[config.mk]
export PLATFORM = sky130hd
export DESIGN_NAME = i2c_slave_rx
export DESIGN_NICKNAME = d
export VERILOG_FILES = /design/src/rtl/i2c_srx_pkg.sv /design/src/rtl/i2c_srx_sync.sv /design/src/rtl/i2c_srx_edge.sv /design/src/rtl/i2c_srx_ctrl.sv /design/src/rtl/i2c_slave_rx.sv
export SDC_FILE = /design/constraint.sdc
export NUM_CORES = 1
export LEC_CHECK = 0
export ABC_AREA = 0
export BUFFER_PORTS_ARGS = -buffer_cell sky130_fd_sc_hd__buf_2
export CORE_MARGIN = 5
export CORE_UTILIZATION = 55
export DETAILED_ROUTE_END_ITERATION = 6
export PLACE_DENSITY = 0.78
export SYNTH_ARGS = -nofsm -noshare
export SYNTH_HDL_FRONTEND = slang
export SYNTH_SLANG_ARGS = --single-unit
[constraint.sdc]
create_clock -name clk_i -period 2.4 [get_ports clk_i]
set_input_delay 0.24 -clock clk_i [delete_from_list [all_inputs] [get_ports clk_i]]
set_output_delay 0.24 -clock clk_i [all_outputs]
set_load 0.005 [all_outputs]
[src/rtl/i2c_srx_pkg.sv]
package i2c_srx_pkg;
  typedef enum logic [7:0] {
    ST_SLA_W      = 8'h60,
    ST_ARB_SLA_W  = 8'h68,  // defined, never raised by a slave-only block
    ST_GC         = 8'h70,
    ST_DAT_ACK    = 8'h80,
    ST_DAT_NACK   = 8'h88,
    ST_GC_ACK     = 8'h90,
    ST_GC_NACK    = 8'h98,
    ST_STOP       = 8'hA0,
    ST_IDLE       = 8'hF8
  } status_e;

  typedef enum logic [2:0] {
    S_IDLE, S_ADDR, S_ADDR_ACK, S_DATA, S_DATA_ACK, S_SKIP
  } state_e;

  typedef struct packed {
    logic start;
    logic stop;
    logic rise;
    logic fall;
    logic sda;
  } bus_ev_t;
endpackage

[src/rtl/i2c_srx_sync.sv]
module i2c_srx_sync #(
  parameter int STAGES = 2,
  parameter int LINES  = 2
) (
  input  logic             clk_i,
  input  logic             rst_ni,
  input  logic [LINES-1:0] in_i,
  output logic [LINES-1:0] out_o
);
  for (genvar g = 0; g < LINES; g++) begin : g_line
    logic [STAGES-1:0] ff_q;
    always_ff @(posedge clk_i or negedge rst_ni) begin
      if (!rst_ni) ff_q <= '1;  // idle bus level
      else         ff_q <= {ff_q[STAGES-2:0], in_i[g]};
    end
    assign out_o[g] = ff_q[STAGES-1];
  end
endmodule

[src/rtl/i2c_srx_edge.sv]
module i2c_srx_edge
  import i2c_srx_pkg::*;
(
  input  logic    clk_i,
  input  logic    rst_ni,
  input  logic    scl_i,
  input  logic    sda_i,
  output bus_ev_t ev_o
);
  logic scl_q, sda_q;

  always_ff @(posedge clk_i or negedge rst_ni) begin
    if (!rst_ni) begin
      scl_q <= 1'b1;
      sda_q <= 1'b1;
    end else begin
      scl_q <= scl_i;
      sda_q <= sda_i;
    end
  end

  always_comb begin
    ev_o.start = scl_q & scl_i & sda_q & ~sda_i;
    ev_o.stop  = scl_q & scl_i & ~sda_q & sda_i;
    ev_o.rise  = ~scl_q & scl_i;
    ev_o.fall  = scl_q & ~scl_i;
    ev_o.sda   = sda_i;
  end
endmodule

[src/rtl/i2c_srx_ctrl.sv]
module i2c_srx_ctrl
  import i2c_srx_pkg::*;
#(
  parameter int ADDR_W = 7,
  parameter int DATA_W = 8
) (
  input  logic              clk_i,
  input  logic              rst_ni,
  input  logic              en_i,
  input  logic              ack_en_i,
  input  logic              gc_en_i,
  input  logic [ADDR_W-1:0] own_addr_i,
  input  logic              flag_clr_i,
  input  bus_ev_t           ev_i,
  output logic              scl_oe_o,
  output logic              sda_oe_o,
  output logic              flag_o,
  output logic [7:0]        status_o,
  output logic [DATA_W-1:0] data_o
);
  localparam int CNT_W = $clog2(DATA_W + 1);
  localparam logic [CNT_W-1:0] CNT_LAST = CNT_W'(DATA_W);

  state_e            state_q;
  status_e           code_q;
  logic [DATA_W-1:0] sh_q, data_q;
  logic [CNT_W-1:0]  cnt_q;
  logic              flag_q, stretch_q, sda_oe_q, gc_q, ack_q, addressed_q;
  logic              own_hit, gc_hit, addr_hit;

  assign own_hit  = (sh_q[ADDR_W:1] == own_addr_i) && !sh_q[0];
  assign gc_hit   = gc_en_i && (sh_q == '0);
  assign addr_hit = ack_en_i && (own_hit || gc_hit);

  always_ff @(posedge clk_i or negedge rst_ni) begin
    if (!rst_ni) begin
      state_q     <= S_IDLE;
      code_q      <= ST_IDLE;
      sh_q        <= '0;
      data_q      <= '0;
      cnt_q       <= '0;
      flag_q      <= 1'b0;
      stretch_q   <= 1'b0;
      sda_oe_q    <= 1'b0;
      gc_q        <= 1'b0;
      ack_q       <= 1'b0;
      addressed_q <= 1'b0;
    end else if (!en_i) begin
      state_q     <= S_IDLE;
      flag_q      <= 1'b0;
      stretch_q   <= 1'b0;
      sda_oe_q    <= 1'b0;
      addressed_q <= 1'b0;
    end else begin
      if (flag_clr_i) flag_q <= 1'b0;
      if (ev_i.start || ev_i.stop) begin
        if (addressed_q) begin
          flag_q    <= 1'b1;
          stretch_q <= 1'b0;
          code_q    <= ST_STOP;
        end
        addressed_q <= 1'b0;
        sda_oe_q    <= 1'b0;
        cnt_q       <= '0;
        state_q     <= ev_i.start ? S_ADDR : S_IDLE;
      end else begin
        unique case (state_q)
          S_ADDR, S_DATA: begin
            if (ev_i.rise && cnt_q != CNT_LAST) begin
              sh_q  <= {sh_q[DATA_W-2:0], ev_i.sda};
              cnt_q <= cnt_q + CNT_W'(1);
            end else if (ev_i.fall && cnt_q == CNT_LAST) begin
              if (state_q == S_ADDR) begin
                if (addr_hit) begin
                  sda_oe_q <= 1'b1;
                  gc_q     <= !own_hit;
                  state_q  <= S_ADDR_ACK;
                end else begin
                  state_q  <= S_SKIP;
                end
              end else begin
                data_q   <= sh_q;  // captured even when NACKed
                sda_oe_q <= ack_en_i;
                ack_q    <= ack_en_i;
                state_q  <= S_DATA_ACK;
              end
            end
          end
          S_ADDR_ACK: if (ev_i.fall) begin
            sda_oe_q    <= 1'b0;
            flag_q      <= 1'b1;
            stretch_q   <= 1'b1;
            code_q      <= gc_q ? ST_GC : ST_SLA_W;
            addressed_q <= 1'b1;
            cnt_q       <= '0;
            state_q     <= S_DATA;
          end
          S_DATA_ACK: if (ev_i.fall) begin
            sda_oe_q  <= 1'b0;
            flag_q    <= 1'b1;
            stretch_q <= 1'b1;
            cnt_q     <= '0;
            if (gc_q) code_q <= ack_q ? ST_GC_ACK : ST_GC_NACK;
            else      code_q <= ack_q ? ST_DAT_ACK : ST_DAT_NACK;
            if (ack_q) state_q <= S_DATA;
            else begin
              state_q     <= S_SKIP;
              addressed_q <= 1'b0;
            end
          end
          default: ;
        endcase
      end
    end
  end

  assign flag_o   = flag_q;
  assign status_o = flag_q ? code_q : ST_IDLE;
  assign scl_oe_o = flag_q && stretch_q;
  assign sda_oe_o = sda_oe_q;
  assign data_o   = data_q;
endmodule

[src/rtl/i2c_slave_rx.sv]
module i2c_slave_rx
  import i2c_srx_pkg::*;
#(
  parameter int ADDR_W      = 7,
  parameter int DATA_W      = ADDR_W + 1,
  parameter int SYNC_STAGES = 2
) (
  input  logic              clk_i,
  input  logic              rst_ni,
  input  logic              en_i,
  input  logic              ack_en_i,
  input  logic              gc_en_i,
  input  logic [ADDR_W-1:0] own_addr_i,
  input  logic              flag_clr_i,
  input  logic              scl_i,
  input  logic              sda_i,
  output logic              scl_oe_o,
  output logic              sda_oe_o,
  output logic              flag_o,
  output logic [7:0]        status_o,
  output logic [DATA_W-1:0] data_o
);
  logic [1:0] line_s;
  bus_ev_t    ev;

  i2c_srx_sync #(.STAGES(SYNC_STAGES), .LINES(2)) u_sync (
    .clk_i (clk_i),
    .rst_ni(rst_ni),
    .in_i  ({scl_i, sda_i}),
    .out_o (line_s)
  );

  i2c_srx_edge u_edge (
    .clk_i (clk_i),
    .rst_ni(rst_ni),
    .scl_i (line_s[1]),
    .sda_i (line_s[0]),
    .ev_o  (ev)
  );

  i2c_srx_ctrl #(.ADDR_W(ADDR_W), .DATA_W(DATA_W)) u_ctrl (
    .clk_i     (clk_i),
    .rst_ni    (rst_ni),
    .en_i      (en_i),
    .ack_en_i  (ack_en_i),
    .gc_en_i   (gc_en_i),
    .own_addr_i(own_addr_i),
    .flag_clr_i(flag_clr_i),
    .ev_i      (ev),
    .scl_oe_o  (scl_oe_o),
    .sda_oe_o  (sda_oe_o),
    .flag_o    (flag_o),
    .status_o  (status_o),
    .data_o    (data_o)
  );
endmodule

==> run summary, run 1 <==
CP endpoint kind: flop
min cycle time layout: 1.85 ns
final period utilization: 0.773
layout net count: 220
Netlist cell types: 54
H-tree lvl count: 2
critical path startpoint category: flop
# hold bufs at CTS: 2
Routed WL: 3710 µm
Initial Utilization: 0.584
clock buffer depth: 2
Ant. Diodes: 0
largest net degree at the start of global routing: 41
CTS Buf Count: 5
Total GRT Usage: 0.171
Post-Syn Instances: 169
# IOs: 34
TritonCTS Sinks: 40
core box area: 3420 µm²
Synth Register Bits: 40
aggregate negative setup slack: 0 ns
post-CTS resize count: 0
status: finished, violations left
drt pass-1 iters: 4
HP Class: input port to asynchronous set/reset pin
Fmax: 0.539 GHz
vias per cell: 5.45
mapped cell area: 1990 µm²
Remaining DRCs: 0
final RePlAce weighted congestion: 0.805
failing checks: hold timing
DP Wirelength: 2820 µm
Worst-Skew Late Latency: 0.34 ns
total grt overflow: 0
top_reg_cell synth: dfrtp_1
row cnt: 21
Final ANT Viol Nets: 0
CP Class: flop to flop
CTS root buffer: clkbuf_4
average size of a mapped cell: 11.8 µm²
Clock Skews: 0.00979 ns
layout cells sized above 1: 0.404
worst slack, placed: 0.554 ns
die area: 4930 µm²
number of max-cap violations: 0
Synth async-reset ratio: 1.00
Yosys warnings: 0
Worst slew margin: 0.440
RSZ-0062 raised after global routing: false
Die Width: 70.2 µm
final hold viol count: 13
PD cells: 514 nW/µm²
Final setup viols: 0
worst vdd ir: 0.000445 V
arrival time of the worst setup path: 2.08 ns
Clock transition at path regs: 0.12 ns
chip height: 70.2 µm
CTS tree: yes
initial drt markers: 62
Worst Setup Slack, final: 0.546 ns
worst slew pin tran: 0.840 ns
Layout area overhead: 11.8%
routed length per instance: 14.9 µm
# port buffers: 30
part of the Yosys area used for sequential elements: 0.509
number of synthesized flops with an enable pin: 0
total number of vias: 1358
Post-CTS Setup Bufs: 0
vias in the first global route: 1447
Worst Path Required: 2.63 ns
initial antenna violation count: 0
Leak Pwr: 0.00106 µW
first-pass GRT wire length: 6730 µm
WHS: -0.00898 ns
fin. max-slew vios: 0
critical path fanouts, max: 9
logic make-up after synthesis:
family	Yosys count	synth area share
AOI/OAI and AO/OA	37	0.134
xor gates and xnor gates	9	0.0471
adders and majority gates	2	0.0125
buffers and inverters	15	0.0401
DFF	40	0.509
muxes	17	0.0960
other	1	0.00188
and+or+nand+nor	48	0.160
cell usage after synthesis, drive strengths merged (4+ instances only):
cell type	number	area share
dfrtp	29	0.36
mux2	17	0.096
dfstp	11	0.14
nand2	7	0.014
a21oi	10	0.025
nor2	8	0.020
nor3	4	0.013
o21ai	10	0.027
xnor2	6	0.034
nand2b	7	0.026
buf	7	0.025
inv	8	0.015
worst max-delay path, stage by stage, from the launching register on:
cell and delay, ns:
dfrtp_1 0.45, inv_1 0.07, ha_1 0.20, nand3b_1 0.14
and4b_1 0.36, nand2_2 0.21, mux2_2 0.32
registers in the layout, summed over array words and instances, names as in the netlist, 3 cells and up:
signal,flops
u_ctrl.cnt_q,4
u_ctrl.data_o,8
u_ctrl.state_q,3
u_ctrl.code_q,5
u_ctrl.sh_q,8
u_sync.g_line.ff_q,4
power by group:
part           switching (µW)  internal [µW]  leakage (µW)  total, µW
logic                    57.7           46.6      0.000511        104
clock network             212            107     0.0000271        318
registers                24.0            700      0.000518        724
total                     293            854       0.00106       1150
through the flow:
stage	util	total power, µW	cells	instance area (µm²)
after global placement	0.632	834	240	2160
after floorplan	-	799	171	2000
after global routing	0.653	1210	249	2230
final	0.653	1150	249	2230
after CTS	0.653	1160	249	2230
after detailed placement	0.632	839	240	2160
layer usage:
metal | vias up | track usage | routed length, µm
met5 | - | 0 | 0
met4 | 0 | 0.0596 | 53
met3 | 6 | 0.0473 | 237
met2 | 39 | 0.282 | 1760
met1 | 648 | 0.215 | 1660
li1 | 665 | - | -
area by class of cell:
class | instances | area, µm²
clock buffer | 5 | 37.5
clock inverter | 2 | 12.5
fill | 277 | 1190
inverter | 8 | 30.0
multi-input combinational | 116 | 907
sequential | 40 | 1010
tap | 46 | 57.6
timing repair buffer | 32 | 170
placed cells by master (no fill, tap or decap), drive strengths merged, types with 2 or more instances in the layout:
| cell type | n |
|---|---|
| o31ai | 2 |
| o32ai | 2 |
| o311ai | 2 |
| xor2 | 3 |
| clkbuf | 5 |
| dlygate4sd3 | 2 |
| mux2 | 17 |
| conb | 3 |
| inv | 8 |
| nand3 | 2 |
| nor2 | 8 |
| dfrtp | 29 |
| xnor2 | 6 |
| and3 | 2 |
| nand4 | 3 |
| a21oi | 10 |
| a32o | 3 |
| nand2b | 7 |
| o21ai | 10 |
| nor2b | 3 |
| nand2 | 7 |
| ha | 2 |
| or2 | 2 |
| buf | 30 |
| nor3 | 4 |
| dfstp | 11 |
path summary, 6_finish.rpt:
path,from,endpoint,slack (ns),cells after the start
max in group asynchronous,rst_ni,u_ctrl.data_o[1]$_DFFE_PN0P_,1.88,1
max reg2reg,u_ctrl.cnt_q[0]$_DFFE_PN0P_,u_ctrl.sh_q[7]$_DFFE_PN0P_,0.55,6
max,u_ctrl.cnt_q[0]$_DFFE_PN0P_,u_ctrl.sh_q[7]$_DFFE_PN0P_,0.55,6
min in group clk_i,flag_clr_i,u_ctrl.flag_o$_DFF_PN0_,0.15,3
min,rst_ni,u_ctrl.cnt_q[3]$_DFFE_PN0P_,-0.009,1
min reg2reg,u_sync.g_line[1].ff_q[0]$_DFF_PN1_,u_sync.g_line[1].ff_q[1]$_DFF_PN1_,0.36,0
Note: power is estimated with default switching activity, not from simulation.
==> inputs of run 2 (changes only) <==
--- a/config.mk
+++ b/config.mk
@@ -5,12 +5,12 @@
 export SDC_FILE = /design/constraint.sdc
 export NUM_CORES = 1
 export LEC_CHECK = 0
-export ABC_AREA = 0
+export ABC_AREA = 1
 export BUFFER_PORTS_ARGS = -buffer_cell sky130_fd_sc_hd__buf_2
 export CORE_MARGIN = 5
-export CORE_UTILIZATION = 55
+export CORE_UTILIZATION = 51
 export DETAILED_ROUTE_END_ITERATION = 6
-export PLACE_DENSITY = 0.78
+export PLACE_DENSITY = 0.76
 export SYNTH_ARGS = -nofsm -noshare
 export SYNTH_HDL_FRONTEND = slang
 export SYNTH_SLANG_ARGS = --single-unit
==> constraint.sdc (replaced) <==
create_clock -name clk_i -period 1.6 [get_ports clk_i]
set_input_delay 0.16 -clock clk_i [delete_from_list [all_inputs] [get_ports clk_i]]
set_output_delay 0.16 -clock clk_i [all_outputs]
set_load 0.005 [all_outputs]
==> run summary, run 2 <==
status: finished, final reports clean
CTS Buf Count: 5 (unchanged)
Worst-Skew Late Latency: 0.29 ns (-0.05 ns)
Netlist cell types: 29 (-46%)
Remaining DRCs: 0 (unchanged)
sequential standard cell area: 1010 µm² (unchanged)
RSZ-0062 raised after global routing: true
DP Wirelength: 3080 µm (+9.2%)
part of the Yosys area used for sequential elements: 0.473 (-0.0362)
RR Endpoint: u_ctrl.data_o[6]$_DFFE_PN0P_
die area: 5610 µm² (+14%)
Critical Path Start: u_edge.scl_q$_DFF_PN1_
mapped cell area: 2150 µm² (+7.7%)
total grt overflow: 0 (unchanged)
PD cells: 1310 nW/µm² (+150%)
critical path startpoint category: flop
aggregate negative setup slack: 0 ns (unchanged)
Clock transition at path regs: 0.08 ns (-0.04 ns)
Final setup viols: 0 (unchanged)
Initial Utilization: 0.533 (-0.0510)
Final ANT Viol Nets: 0 (unchanged)
Synth Register Bits: 40 (unchanged)
number of synthesized flops with an enable pin: 0 (unchanged)
power after layout: 3510 µW (+210%)
average size of a mapped cell: 8.01 µm² (-32%)
# port buffers: 30 (unchanged)
Hold Path Cell Cnt: 2
Yosys top cell area share: 0.338 (-0.0259)
worst r2r src: u_edge.scl_q$_DFF_PN1_
commonest non-fill, non-tap cell in the layout: nand2_1
Fill cells: 352 (+27%)
row cnt: 23 (+9.5%)
Synth area leader: dfrtp_1
Layout area overhead: 25.0%
vias in the first global route: 1623 (+12%)
final period utilization: 0.999 (+0.227)
critical path fanouts, max: 5 (-4)
largest net degree at the start of global routing: 41 (unchanged)
Leak Pwr: 0.00149 µW (+41%)
Clock Skews: 0.00735 ns (-0.00244 ns)
Worst Setup Slack, final: 0.00105 ns (-0.545 ns)
layout cells sized above 1: 0.345 (-0.0591)
# IOs: 34 (unchanged)
worst vdd ir: 0.00107 V (+140%)
total number of vias: 1818 (+34%)
arrival time of the worst setup path: 1.78 ns (-0.30 ns)
WHS: 0.0663 ns (+0.0753 ns)
top_reg_cell synth: dfrtp_1
clock buffer depth: 2 (unchanged)
initial antenna violation count: 0 (unchanged)
top post-synthesis cells by area: dfrtp_1, dfstp_2, nand2_1, inv_1, mux2i_1
number of max-cap violations: 0 (unchanged)
initial drt markers: 93 (+50%)
core box area: 4030 µm² (+18%)
Fmax: 0.625 GHz (+16%)
drt pass-1 iters: 4 (unchanged)
HP Class: input port to flop
vias per cell: 4.93 (-9.7%)
TritonCTS Sinks: 40 (unchanged)
chip height: 74.9 µm (+6.7%)
most frequent cells in the layout: nand2_1, inv_1, buf_2, dfrtp_1, inv_2
Ant. Diodes: 0 (unchanged)
first-pass GRT wire length: 7100 µm (+5.4%)
Critical path destination: u_ctrl.data_o[6]$_DFFE_PN0P_
CP endpoint kind: flop
R2R setup slack: 0.001 ns (-0.54 ns)
CP Class: flop to flop
CTS root buffer: clkbuf_8
worst r2r path cells: 7 (+1)
Worst Path Required: 1.78 ns (-0.85 ns)
Die Width: 74.9 µm (+6.7%)
worst slack, placed: 0.0624 ns (-0.491 ns)
top post-synthesis cells by count: nand2_1, inv_1, dfrtp_1
H-tree lvl count: 2 (unchanged)
Yosys warnings: 0 (unchanged)
area occupied by multi-input gates: 1000 µm² (+11%)
Routed WL: 4460 µm (+20%)
Post-Route Utilization: 0.666 (+0.0134)
Synth async-reset ratio: 1.00 (unchanged)
final hold viol count: 0 (-13)
Total GRT Usage: 0.165 (-0.00626)
Post-Syn Instances: 268 (+59%)
most common cell in the synthesized netlist: nand2_1
layout net count: 335 (+52%)
fin. max-slew vios: 0 (unchanged)
CTS tree: yes
final RePlAce weighted congestion: 0.904 (+12%)
routed length per instance: 12.1 µm (-19%)
min cycle time layout: 1.60 ns (-0.255 ns)
-- run 2: where the power goes --
part / internal, µW / total (µW) / switching [µW]
combinational: 489 / 1290 / 804
sequential: 1250 / 1400 / 147
clock: 462 / 817 / 355
total: 2200 / 3510 / 1310
-- run 2: metrics by stage --
step	cells	instance area, µm²
after floorplan	270	2150
after global placement	351	2390
after detailed placement	351	2390
after CTS	362	2530
after global routing	369	2680
final	369	2680
-- run 2: worst min path at each step --
stage / start / end
detailed placement: rst_ni / u_ctrl.data_o[2]$_DFFE_PN0P_
floorplan: rst_ni / u_ctrl.ack_q$_DFFE_PN0P_
finish: flag_clr_i / u_ctrl.flag_o$_DFF_PN0_
global route: flag_clr_i / u_ctrl.flag_o$_DFF_PN0_
CTS: flag_clr_i / u_ctrl.flag_o$_DFF_PN0_
global placement: rst_ni / u_ctrl.sh_q[2]$_DFFE_PN0P_
-- run 2: timing repair --
item | in CTS | in global routing
setup endpoints to repair | 0 | 24
hold endpoints to repair | 31 | 0
buffers inserted | 0 | 5
hold buffers | 3 | 0
gates resized for setup | 0 | 31
-- run 2: logic make-up (layout without fill, tap and decap cells) --
kind of cell	count (synthesis)	count (layout)	synth area share
AO/OA/AOI/OAI	22	22	0.0536
XOR/XNOR	1	1	0.00408
adder cells (fa/ha/maj)	2	2	0.0117
buffers and inverters	61	108	0.114
flip-flops	40	40	0.473
multiplexers	9	9	0.0420
other	1	3	0.00175
AND/OR/NAND/NOR	132	134	0.301
-- run 2: layout make-up --
class	count	share of cell area
Sequential cell	40	0.378
Multi-Input combinational cell	171	0.374
Timing Repair Buffer	43	0.101
Inverter	57	0.0816
Clock buffer	5	0.0256
Tap cell	50	0.0233
Clock inverter	3	0.0159
-- run 2: metal layers --
metal	GRT usage	vias up	wire length (µm)
met3	0.0360	4	178
met1	0.226	854	2020
met5	0	-	0
met4	0.0632	0	55
li1	-	929	-
met2	0.254	31	2200
-- run 2: critical path, cell delays in order, from the launching register on --
cell and delay, ns:
dfstp_2 0.54, inv_2 0.04, nor2_2 0.11, nand4_1 0.20, nor2_4 0.25, nand2_4 0.13
mux2i_1 0.17, inv_1 0.05
